## config.mk

```make
export PLATFORM = sky130hd
export DESIGN_NAME = i2c_regport_slave
export DESIGN_NICKNAME = d
export VERILOG_FILES = /design/src/rtl/i2c_slv_pkg.sv /design/src/rtl/i2c_line_sync.sv /design/src/rtl/i2c_bus_events.sv /design/src/rtl/i2c_regport_slave.sv
export SDC_FILE = /design/constraint.sdc
export NUM_CORES = 1
export LEC_CHECK = 0
export BUFFER_PORTS_ARGS = -buffer_cell sky130_fd_sc_hd__buf_2
export CORE_UTILIZATION = 56
export DETAILED_ROUTE_END_ITERATION = 16
export PLACE_DENSITY = 0.81
export SYNTH_ARGS = -nofsm -noshare
export SYNTH_HDL_FRONTEND = slang
export SYNTH_SLANG_ARGS = --single-unit
```

## constraint.sdc

```tcl
create_clock -name clk -period 1.5 [get_ports clk]
set_clock_uncertainty 0.1 [all_clocks]
set_input_delay 0.075 -clock clk [delete_from_list [all_inputs] [get_ports clk]]
set_output_delay 0.075 -clock clk [all_outputs]
set_load 0.01 [all_outputs]
```

## src/rtl/i2c_slv_pkg.sv

```systemverilog
package i2c_slv_pkg;

  typedef enum logic [2:0] {
    ST_IDLE,
    ST_RX,
    ST_RX_ACK,
    ST_TX,
    ST_TX_ACK
  } slv_state_t;

  typedef enum logic [1:0] {
    PH_ADDR,
    PH_PTR,
    PH_DATA
  } rx_phase_t;

endpackage

```

## src/rtl/i2c_line_sync.sv

```systemverilog
module i2c_line_sync #(
  parameter int          W       = 2,
  parameter int          STAGES  = 2,
  parameter logic [W-1:0] RST_VAL = '1
) (
  input  logic         clk,
  input  logic         rst_ni,
  input  logic [W-1:0] d,
  output logic [W-1:0] q
);
  logic [W-1:0] stg [STAGES];

  always_ff @(posedge clk or negedge rst_ni) begin
    if (!rst_ni) begin
      for (int i = 0; i < STAGES; i++) stg[i] <= RST_VAL;
    end else begin
      stg[0] <= d;
      for (int i = 1; i < STAGES; i++) stg[i] <= stg[i-1];
    end
  end

  assign q = stg[STAGES-1];
endmodule

```

## src/rtl/i2c_bus_events.sv

```systemverilog
module i2c_bus_events (
  input  logic clk,
  input  logic rst_ni,
  input  logic scl_s,
  input  logic sda_s,
  output logic scl_rise,
  output logic scl_fall,
  output logic start_ev,
  output logic stop_ev
);
  logic scl_p, sda_p;

  always_ff @(posedge clk or negedge rst_ni) begin
    if (!rst_ni) begin
      scl_p <= 1'b1;
      sda_p <= 1'b1;
    end else begin
      scl_p <= scl_s;
      sda_p <= sda_s;
    end
  end

  assign scl_rise = scl_s & ~scl_p;
  assign scl_fall = ~scl_s & scl_p;
  assign start_ev = scl_s & scl_p & sda_p & ~sda_s;
  assign stop_ev  = scl_s & scl_p & ~sda_p & sda_s;
endmodule

```

## src/rtl/i2c_regport_slave.sv

```systemverilog
module i2c_regport_slave
  import i2c_slv_pkg::*;
#(
  parameter int             AW         = 7,
  parameter int             DW         = 8,
  parameter logic [AW-1:0]  FIXED_ADDR = 7'h5C,
  parameter int             SYNC_STG   = 2
) (
  input  logic          clk,
  input  logic          rst_n,
  input  logic          if_en,
  input  logic          fixed_addr_sel,
  input  logic [AW-1:0] addr_bus,
  input  logic          scl_i,
  input  logic          sda_i,
  output logic          sda_oe,
  output logic [DW-1:0] reg_addr,
  output logic [DW-1:0] reg_wdata,
  output logic          reg_we,
  input  logic [DW-1:0] reg_rdata
);
  localparam int CW = $clog2(DW + 1);
  localparam logic [CW-1:0] LAST_BIT = CW'(DW);

  // reset: asynchronous assert, synchronous release
  logic [1:0] rst_sync;
  logic       rst_ni;
  always_ff @(posedge clk or negedge rst_n) begin
    if (!rst_n) rst_sync <= 2'b00;
    else        rst_sync <= {rst_sync[0], 1'b1};
  end
  assign rst_ni = rst_sync[1];

  // line sampling and bus conditions
  logic [1:0] lines_s;
  logic scl_s, sda_s, scl_rise, scl_fall, start_ev, stop_ev;

  i2c_line_sync #(.W(2), .STAGES(SYNC_STG), .RST_VAL(2'b11)) u_sync (
    .clk(clk), .rst_ni(rst_ni), .d({scl_i, sda_i}), .q(lines_s)
  );
  assign scl_s = lines_s[1];
  assign sda_s = lines_s[0];

  i2c_bus_events u_evt (
    .clk(clk), .rst_ni(rst_ni), .scl_s(scl_s), .sda_s(sda_s),
    .scl_rise(scl_rise), .scl_fall(scl_fall),
    .start_ev(start_ev), .stop_ev(stop_ev)
  );

  logic [AW-1:0] own_addr;
  assign own_addr = fixed_addr_sel ? FIXED_ADDR : addr_bus;

  // state
  slv_state_t    st_q, st_n;
  rx_phase_t     ph_q, ph_n;
  logic [CW-1:0] cnt_q, cnt_n;
  logic [DW-1:0] sh_q, sh_n;
  logic [DW-1:0] ptr_q, ptr_n;
  logic          rw_q, rw_n;
  logic          mack_q, mack_n;
  logic          oe_q, oe_n;
  logic          we_q, we_n;
  logic          ptr_inc;

  always_comb begin
    st_n    = st_q;
    ph_n    = ph_q;
    cnt_n   = cnt_q;
    sh_n    = sh_q;
    rw_n    = rw_q;
    mack_n  = mack_q;
    oe_n    = oe_q;
    we_n    = 1'b0;
    ptr_inc = 1'b0;
    ptr_n   = ptr_q;

    if (!if_en) begin
      st_n = ST_IDLE;
      oe_n = 1'b0;
    end else if (start_ev) begin
      st_n  = ST_RX;
      ph_n  = PH_ADDR;
      cnt_n = '0;
      oe_n  = 1'b0;
    end else if (stop_ev) begin
      st_n = ST_IDLE;
      oe_n = 1'b0;
    end else begin
      unique case (st_q)
        ST_RX: begin
          if (scl_rise) begin
            sh_n  = {sh_q[DW-2:0], sda_s};
            cnt_n = cnt_q + 1'b1;
          end else if (scl_fall && cnt_q == LAST_BIT) begin
            unique case (ph_q)
              PH_ADDR: begin
                if (sh_q[DW-1:1] == own_addr) begin
                  rw_n = sh_q[0];
                  oe_n = 1'b1;
                  st_n = ST_RX_ACK;
                end else begin
                  st_n = ST_IDLE;
                end
              end
              PH_PTR: begin
                ptr_n = sh_q;
                oe_n  = 1'b1;
                st_n  = ST_RX_ACK;
              end
              default: begin
                we_n = 1'b1;
                oe_n = 1'b1;
                st_n = ST_RX_ACK;
              end
            endcase
          end
        end
        ST_RX_ACK: begin
          if (scl_fall) begin
            if (ph_q == PH_ADDR && rw_q) begin
              sh_n  = reg_rdata;
              oe_n  = ~reg_rdata[DW-1];
              cnt_n = CW'(1);
              st_n  = ST_TX;
            end else begin
              oe_n  = 1'b0;
              cnt_n = '0;
              ph_n  = (ph_q == PH_ADDR) ? PH_PTR : PH_DATA;
              st_n  = ST_RX;
            end
          end
        end
        ST_TX: begin
          if (scl_fall) begin
            if (cnt_q == LAST_BIT) begin
              oe_n    = 1'b0;
              ptr_inc = 1'b1;
              st_n    = ST_TX_ACK;
            end else begin
              oe_n  = ~sh_q[DW-2];
              sh_n  = {sh_q[DW-2:0], 1'b0};
              cnt_n = cnt_q + 1'b1;
            end
          end
        end
        ST_TX_ACK: begin
          if (scl_rise) begin
            mack_n = ~sda_s;
          end else if (scl_fall) begin
            if (mack_q) begin
              sh_n  = reg_rdata;
              oe_n  = ~reg_rdata[DW-1];
              cnt_n = CW'(1);
              st_n  = ST_TX;
            end else begin
              st_n = ST_IDLE;
            end
          end
        end
        default: ;
      endcase
    end

    if (we_q || ptr_inc) ptr_n = ptr_q + 1'b1;
  end

  always_ff @(posedge clk or negedge rst_ni) begin
    if (!rst_ni) begin
      st_q   <= ST_IDLE;
      ph_q   <= PH_ADDR;
      cnt_q  <= '0;
      sh_q   <= '0;
      ptr_q  <= '0;
      rw_q   <= 1'b0;
      mack_q <= 1'b0;
      oe_q   <= 1'b0;
      we_q   <= 1'b0;
    end else begin
      st_q   <= st_n;
      ph_q   <= ph_n;
      cnt_q  <= cnt_n;
      sh_q   <= sh_n;
      ptr_q  <= ptr_n;
      rw_q   <= rw_n;
      mack_q <= mack_n;
      oe_q   <= oe_n;
      we_q   <= we_n;
    end
  end

  assign sda_oe    = oe_q;
  assign reg_we    = we_q;
  assign reg_addr  = ptr_q;
  assign reg_wdata = sh_q;
endmodule

```

==> reports/metrics.cfg, run 1 <==
[run_status]
status = stopped before the end
error_line = [ERROR DPL-0038] Utilization greater than 100%, impossible to legalize
haltStage = 5_1_grt

[floorplanning]
row_count = 22
fp.dieH_um = 65.54
start_util = 0.5995
pin_count = 39
die_x_um = 65.54

[timing]
worst-ep-kind = register data pin
crit_endpoint = sda_oe$_DFFE_PN0P_/D

[yosys]
synthDominantCellAreaShare = 0.3431
async_flop_share = 1.000
yosysSeqAreaShare = 0.4128
yosys_warnings = 0
ys_top_cells_by_area = dfrtp_1 (34%), mux2_2 (7.5%), dfstp_2 (7.0%)
synthFlopType = dfrtp_1
synth_area_per_cell_um2 = 9.381
synth_edf_count = 0
syn_area_mm2 = 0.002261
ys_ff_latch = 37
synth_nets = 265
synthDistinctLibCells = 58
post-synth-top-area-cell = dfrtp_1
syn_inst = 241

[clock_tree]
cts_buffers = 5
clockBufferDepth = 2
cts_root_buf = clkbuf_8
cts.sinks = 37
h-tree-depth = 2

[place]
place.gp.congestion = 0.9404
post-dp-hpwl_um = 5302
dpl_worst_slack_ns = -0.6814
io_buffers = 38

[global_routing]
grt_max_degree = 28

[logic make-up after synthesis]
logic type                 share of synthesized area
xor gates and xnor gates                     0.01937
other                                       0.001659
muxes                                        0.09242
adders and majority gates                    0.01660
and+or+nand+nor                               0.2003
DFF                                           0.4128
buffers and inverters                        0.04316
AOI/OAI and AO/OA                             0.2136
[Yosys cell counts (3+ instances only)]
cell,instances
dfrtp_1,31
nand2_1,21
a21oi_1,18
o21ai_0,16
mux2_2,15
nor2_1,14
inv_1,13
nand3_1,9
dfstp_2,6
o22ai_1,6
nand2b_1,5
mux2i_1,4
nor3_1,4
o211ai_1,4
a211oi_1,3
a31oi_1,3
clkbuf_1,3
ha_1,3
nand4b_1,3
nor3b_1,3
o31ai_1,3
o32ai_1,3
or3_1,3
or4_1,3
xor2_1,3
[stage by stage]
step	cell area, um2	instances	hold slack [ns]	TNS, ns
CTS	3461	412	0.01319	-13.03
detailed placement	3075	392	-0.2347	-14.06
global placement	3075	392	-0.2394	-12.85
floorplan	2307	241	-0.3206	-12.37
[repair_timing]
action | CTS
gates resized for setup | 38
hold buffers | 4
pin swaps | 17
endpoints found under the hold margin | 4
buffers inserted | 8
endpoints found under the setup margin | 29
==> run 2, diff against run 1 <==
--- a/config.mk
+++ b/config.mk
@@ -6,9 +6,9 @@
 export NUM_CORES = 1
 export LEC_CHECK = 0
 export BUFFER_PORTS_ARGS = -buffer_cell sky130_fd_sc_hd__buf_2
-export CORE_UTILIZATION = 56
+export CORE_UTILIZATION = 40
 export DETAILED_ROUTE_END_ITERATION = 16
-export PLACE_DENSITY = 0.81
+export PLACE_DENSITY_LB_ADDON = 0.15
 export SYNTH_ARGS = -nofsm -noshare
 export SYNTH_HDL_FRONTEND = slang
 export SYNTH_SLANG_ARGS = --single-unit
==> run 2 against run 1 <==
The flow now finishes, with violations (negative setup slack); area after synthesis did not move; synthesized cell count did not move.
==> reports/metrics.cfg, run 2 <==
[run_status]
status = finished with violations
violations = negative setup slack

[floorplanning]
start_util = 0.4131  ; -0.1864
coreArea_mm2 = 0.005473
pin_count = 39  ; unchanged
fp.dieH_um = 77.18  ; +18%
die_x_um = 77.18  ; +18%
fp.dieArea_mm2 = 0.005957
row_count = 27  ; +23%

[worst_hold_path]
hp-class = in -> reg

[power]
cellPowerDensity_mw_per_mm2 = 855.0
power_leakage_nw = 1.725
vdd_drop_max_mv = 0.5828

[cells_and_area]
drive_above_1_share = 0.5573
final_cell_mix = buf_4 (77), buf_2 (38), dfrtp_1 (27), nand2_1 (19)
fin_util = 0.6772
area_delta_synth_final_pct = 63.92
mostFrequentLayoutCell = buf_4
antennaDiodeCount = 0
nNetsFinal = 398
fillers = 439

[drt]
num_vias = 2348
antenna_left = 0
drt_wl_total_um = 6791
drt-vias-per-instance = 5.253
drc_errors = 0
wl_per_cell_um = 15.19
drt_pass1_iterations = 4
drtIter0Drc = 167

[global_routing]
first_global_vias = 2205
grt_max_degree = 36
antenna_found_initial = 0
track_usage = 0.2332
grt_pass1_wl_um = 10760
grt_overflow = 0

[critical_path]
crit_required_ns = 1.58
worst-setup-path-type = reg -> reg
end_kind = register
worstPathArrival_ns = 2.11
cp_max_fo = 7
start_kind = register

[timing]
fin_crit_ns = 2.030
report.final.setup_viol = 29
period_share = 1.353
fin_ws_ns = -0.5301
setup_tns_ns = -12.29
timing.fmax_mhz = 492.6
drv_slew = 0
report.final.hold_viol_count = 0
grt_setup_unrepaired = true

[yosys]
synth_area_per_cell_um2 = 9.381  ; unchanged
yosysSeqAreaShare = 0.4128  ; unchanged
synth.cells.most_frequent = dfrtp_1 (31), nand2_1 (21), a21oi_1 (18)
yosys_warnings = 0  ; unchanged
ys_ff_latch = 37  ; unchanged
syn_area_mm2 = 0.002261  ; unchanged
synth_edf_count = 0  ; unchanged
async_flop_share = 1.000  ; unchanged
synthFlopType = dfrtp_1
synth_most_common_cell = dfrtp_1
syn_inst = 241  ; unchanged
post-synth-top-area-cell = dfrtp_1
synthDistinctLibCells = 58  ; unchanged
ys_top_cells_by_area = dfrtp_1 (34%), mux2_2 (7.5%), dfstp_2 (7.0%)
synth_nets = 265  ; unchanged
synthDominantCellAreaShare = 0.3431  ; unchanged

[place]
place.gp.congestion = 0.8242  ; -12%
post-dp-hpwl_um = 4714  ; -11%
io_buffers = 38  ; unchanged
dpl_worst_slack_ns = -0.6244  ; +0.05699 ns

[clock_tree]
clkLatencyLatePin_ns = 0.30
h-tree-depth = 2  ; unchanged
clk_pin_slew_ns = 0.08
cts_tree = done
cts.sinks = 37  ; unchanged
clockBufferDepth = 2  ; unchanged
cts_buffers = 5  ; unchanged
cts_root_buf = clkbuf_8

[run]
maxCapViolCount = 0

run 2: cell counts after synthesis:
No cell type changed its count.
run 2: metrics by stage:
| stage | cell area (um2) | hold WS, ns | instances | power [mW] |
|---|---|---|---|---|
| 2_1_floorplan | 2307 | -0.3206 | 241 | 1.606 |
| 3_3_place_gp | 3115 | -0.2400 | 419 | 2.068 |
| 3_5_place_dp | 3115 | -0.2394 | 419 | 2.082 |
| 4_1_cts | 3533 | 0.02927 | 437 | 3.119 |
| 5_1_grt | 3706 | 0.04555 | 447 | 3.305 |
| 6_report | 3706 | 0.02827 | 447 | 3.169 |
run 2: layer usage:
metal | vias to the layer above | GRT usage | share of wire
li1 | 1165 | - | -
met1 | 1127 | 0.3296 | 0.49
met2 | 50 | 0.3743 | 0.47
met3 | 6 | 0.03690 | 0.032
met4 | 0 | 0.05094 | 0.011
met5 | - | 0 | 0
run 2: path summary, 6_finish.rpt:
| check | startpoint | end | slack (ns) | depth (start not counted) |
|---|---|---|---|---|
| worst min register to register | rst_sync[1] | mack_q | 0.18 | 1 |
| min in group asynchronous | rst_sync[1] | mack_q | 0.18 | 1 |
| max in group asynchronous | rst_n | rst_sync[0] | 0.66 | 3 |
| worst max-delay path | cnt_q[1] | reg_addr[6] | -0.53 | 7 |
| worst min-delay path | reg_rdata[7] | reg_wdata[7] | 0.03 | 3 |
| worst max register to register | cnt_q[1] | reg_addr[6] | -0.53 | 7 |
run 2: cell families after synthesis:
kind of cell	Yosys count	share of synthesized area
fa+ha+maj	3	0.01660
compound gates	74	0.2136
mux	19	0.09242
xor+xnor	5	0.01937
simple gates	81	0.2003
flops	37	0.4128
other cells	1	0.001659
buf+inv	21	0.04316
run 2: layout make-up:
| class | count | area (um2) | area share |
|---|---|---|---|
| Clock buffer | 6 | 72.57 | 0.01958 |
| Sequential cell | 37 | 938.4 | 0.2532 |
| Timing Repair Buffer | 134 | 985.9 | 0.2660 |
| Inverter | 13 | 48.80 | 0.01317 |
| Tap cell | 72 | 90.09 | 0.02431 |
| Clock inverter | 2 | 38.79 | 0.01047 |
| Multi-Input combinational cell | 183 | 1531 | 0.4132 |
run 2: worst max-delay path, stage by stage (launching register included):
cell     delay [ns]
dfrtp_1        0.39
inv_2          0.08
ha_4           0.13
and4b_4        0.28
nand2_2        0.08
or4_4          0.60
o22ai_2        0.19
nor2_1         0.07
run 2: where the power goes:
group          switching [mW]  total (mW)  internal, mW
Clock                   0.403       0.903         0.500
Sequential             0.0962        1.19          1.09
Combinational           0.481        1.08         0.597
Total                   0.980        3.17          2.19
run 2: what timing repair did:
item,in CTS,in global routing
setup endpoints to repair,29,29
resized for setup,52,24
endpoints found under the hold margin,4,0
hold buffers,4,0
buffers inserted,6,10
pin swaps,16,22
No activity file was read; power rests on OpenSTA's default activity.
==> run 3, diff against run 2 <==
--- a/config.mk
+++ b/config.mk
@@ -5,6 +5,7 @@
 export SDC_FILE = /design/constraint.sdc
 export NUM_CORES = 1
 export LEC_CHECK = 0
+export ABC_AREA = 1
 export BUFFER_PORTS_ARGS = -buffer_cell sky130_fd_sc_hd__buf_2
 export CORE_UTILIZATION = 40
 export DETAILED_ROUTE_END_ITERATION = 16
==> run 3 against run 2 <==
Total power increased by 49%; the run still ends with negative setup slack left; sequential share of layout area increased by 1.5 points; critical path type unchanged; area after synthesis increased by 3.9%; global-route usage decreased by 1.3 points; largest power group is now combinational cells; clock power decreased by 23%; final area decreased by 5.9%.
==> reports/metrics.cfg, run 3 <==
[global_routing]
grt_max_degree = 17  ; -53%
track_usage = 0.2207  ; -0.01250
grt_pass1_wl_um = 10590  ; -1.5%
first_global_vias = 2333  ; +5.8%
antenna_found_initial = 0  ; unchanged
grt_overflow = 0  ; unchanged

[timing]
report.final.hold_viol_count = 0  ; unchanged
grt_setup_unrepaired = true
fin_crit_ns = 1.751  ; -0.2789 ns
report.final.setup_viol = 27  ; -6.9%
drv_slew = 0  ; unchanged
period_share = 1.167  ; -0.1859
whs_ns = 0.01022  ; -0.01805 ns
fin_ws_ns = -0.2512  ; +0.2789 ns
setup_tns_ns = -5.722  ; +6.572 ns
timing.fmax_mhz = 571.0  ; +16%

[worst_hold_path]
whs_endpoint = reg_wdata[0]
min_from = reg_rdata[0]
holdPathStages = 3  ; unchanged
hp-class = in -> reg

[critical_path]
worst-setup-path-type = reg -> reg
critPathTopFamily = simple AND/OR/NAND/NOR gates
path_buf_inv = 2  ; +1
startpoint = st_q[2]
crit_slowest_cell = dfrtp_2
timing.rr.start = st_q[2]
reg2reg_slack_ns = -0.25  ; +0.28 ns
worstPathArrival_ns = 1.83  ; -0.28 ns
reg2reg_to = reg_wdata[0]
crit_required_ns = 1.58  ; about the same
slowest_delay_ns = 0.47  ; -0.13 ns
end_kind = register
cp_max_fo = 8  ; +1
start_kind = register
crit_chain = inv_4, nand3_4, nand2_2, nor2_2, nor3_4, nand4_4, buf_12, nand2_4, o21ai_2
worst-r2r-cell-count = 9  ; +2

[clock_tree]
clk_pin_slew_ns = 0.08  ; about the same
cts.sinks = 37  ; unchanged
cts_root_buf = clkbuf_8
clkLatencyLatePin_ns = 0.30  ; about the same
cts_buffers = 5  ; unchanged
h-tree-depth = 2  ; unchanged
clockBufferDepth = 2  ; unchanged
cts_tree = done

[floorplanning]
row_count = 27  ; unchanged
pin_count = 39  ; unchanged
die_x_um = 78.63  ; +1.9%
coreArea_mm2 = 0.005574  ; +1.9%
fp.dieH_um = 78.63  ; +1.9%
fp.dieArea_mm2 = 0.006182  ; +3.8%
start_util = 0.4213  ; +0.008201

[yosys]
syn_area_mm2 = 0.002349  ; +3.9%
synthDominantCellAreaShare = 0.3303  ; -0.01280
synth.cells.most_frequent = nand2_1 (90), inv_1 (37), nor2_1 (33)
synth_nets = 342  ; +29%
synth_area_per_cell_um2 = 7.385  ; -21%
ys_top_cells_by_area = dfrtp_1 (33%), nand2_1 (14%), dfstp_2 (6.7%)
yosys_warnings = 0  ; unchanged
synth_most_common_cell = nand2_1
ys_ff_latch = 37  ; unchanged
async_flop_share = 1.000  ; unchanged
synthFlopType = dfrtp_1
syn_inst = 318  ; +32%
yosysSeqAreaShare = 0.3974  ; -0.01540
post-synth-top-area-cell = dfrtp_1
synthDistinctLibCells = 36  ; -38%
synth_edf_count = 0  ; unchanged

[drt]
num_vias = 2392  ; +1.9%
drc_errors = 0  ; unchanged
wl_per_cell_um = 12.43  ; -18%
drtIter0Drc = 101  ; -40%
antenna_left = 0  ; unchanged
drt-vias-per-instance = 4.852  ; -7.6%
drt_wl_total_um = 6130  ; -9.7%
drt_pass1_iterations = 4  ; unchanged

[cells_and_area]
final_cell_mix = nand2_1 (76), buf_4 (42), buf_2 (38), inv_1 (34), dfrtp_1 (29)
nNetsFinal = 444  ; +12%
multiInputGateArea_mm2 = 0.001461  ; -4.6%
mostFrequentLayoutCell = nand2_1
fin_util = 0.6256  ; -0.05159
area_delta_synth_final_pct = 48.48
final_cells = 493  ; +10%
antennaDiodeCount = 0  ; unchanged
drive_above_1_share = 0.4489  ; -0.1084
fillers = 503  ; +15%
regArea_um2 = 935.9  ; -0.27%

[place]
dp_cells = 464  ; +11%
io_buffers = 38  ; unchanged
place.gp.congestion = 0.8804  ; +6.8%
post-dp-hpwl_um = 4437  ; -5.9%

[power]
vdd_drop_max_mv = 0.9015  ; +55%
power_leakage_nw = 1.771  ; +2.6%
power_mw = 4.718  ; +49%
cellPowerDensity_mw_per_mm2 = 1353  ; +58%

[run_status]
violations = negative setup slack
status = finished with violations

[run]
maxCapViolCount = 0  ; unchanged

==> run 3: cell count changes in the layout (fill, tap and decap cells not counted), sizes merged, moves of 4 or more <==
cell | previous run | this run
a21oi | 18 | 4
buf | 130 | 93
inv | 13 | 49
mux2 | 15 | 0
mux2i | 4 | 0
nand2 | 21 | 99
nand2b | 5 | 0
nand3 | 9 | 29
nor2 | 14 | 40
o21ai | 19 | 28
o22ai | 6 | 0
==> run 3: layout make-up <==
cell class / instances / share of cell area
inverter: 49 / 0.05490
timing repair buffer: 97 / 0.2081
sequential: 37 / 0.2684
clock buffer: 6 / 0.02081
clock inverter: 2 / 0.002870
tap: 72 / 0.02583
multi-input combinational: 230 / 0.4191
==> run 3: kinds of logic (layout without fill, tap and decap cells) <==
| group | Yosys count | count (layout) | share of synthesized area |
|---|---|---|---|
| AO/OA/AOI/OAI | 40 | 40 | 0.1193 |
| XOR/XNOR | 7 | 7 | 0.02611 |
| adder cells (fa/ha/maj) | 3 | 3 | 0.01598 |
| buffers and inverters | 51 | 154 | 0.08524 |
| flip-flops | 37 | 37 | 0.3974 |
| other | 1 | 1 | 0.001597 |
| AND/OR/NAND/NOR | 179 | 179 | 0.3543 |
==> run 3: metrics by stage <==
step,setup WS [ns],area (um2)
after floorplan,-0.1560,2377
after global placement,-0.2449,2948
after detailed placement,-0.2898,2948
after CTS,-0.2355,3351
after global routing,-0.3796,3487
final,-0.2512,3487
==> run 3: where the power goes <==
part	switching, mW	total (mW)	internal [mW]
registers	0.244	1.45	1.21
clock network	0.372	0.695	0.322
logic	1.39	2.57	1.18
total	2.01	4.72	2.71
==> run 3: timing repair <==
item | CTS | global route
hold buffers | 4 | 0
hold endpoints to repair | 4 | 0
setup buffers | 14 | 3
endpoints found under the setup margin | 27 | 27
pin swaps | 25 | 17
resized for setup | 42 | 29
cloned | 1 | 0
==> run 3: per-layer routing <==
metal  GRT usage  part of all wire
met4     0.07037             0.022
met2      0.3826              0.50
met3     0.03721             0.033
met5           0                 0
met1      0.2773              0.44
==> run 3: how the worst max path moves through the flow <==
stage | endpoint | slack, ns | cells after the start
4_1_cts | reg_wdata[3] | -0.24 | 8
3_5_place_dp | reg_addr[5] | -0.29 | 11
5_1_grt | st_q[2] | -0.38 | 12
6_report | reg_wdata[0] | -0.25 | 9
2_1_floorplan | reg_addr[5] | -0.16 | 11
3_3_place_gp | sda_oe | -0.24 | 13
==> run 3: tightest hold or removal path: stages <==
cell and delay [ns]:
buf_2 0.08, a22oi_1 0.09, o21ai_2 0.13
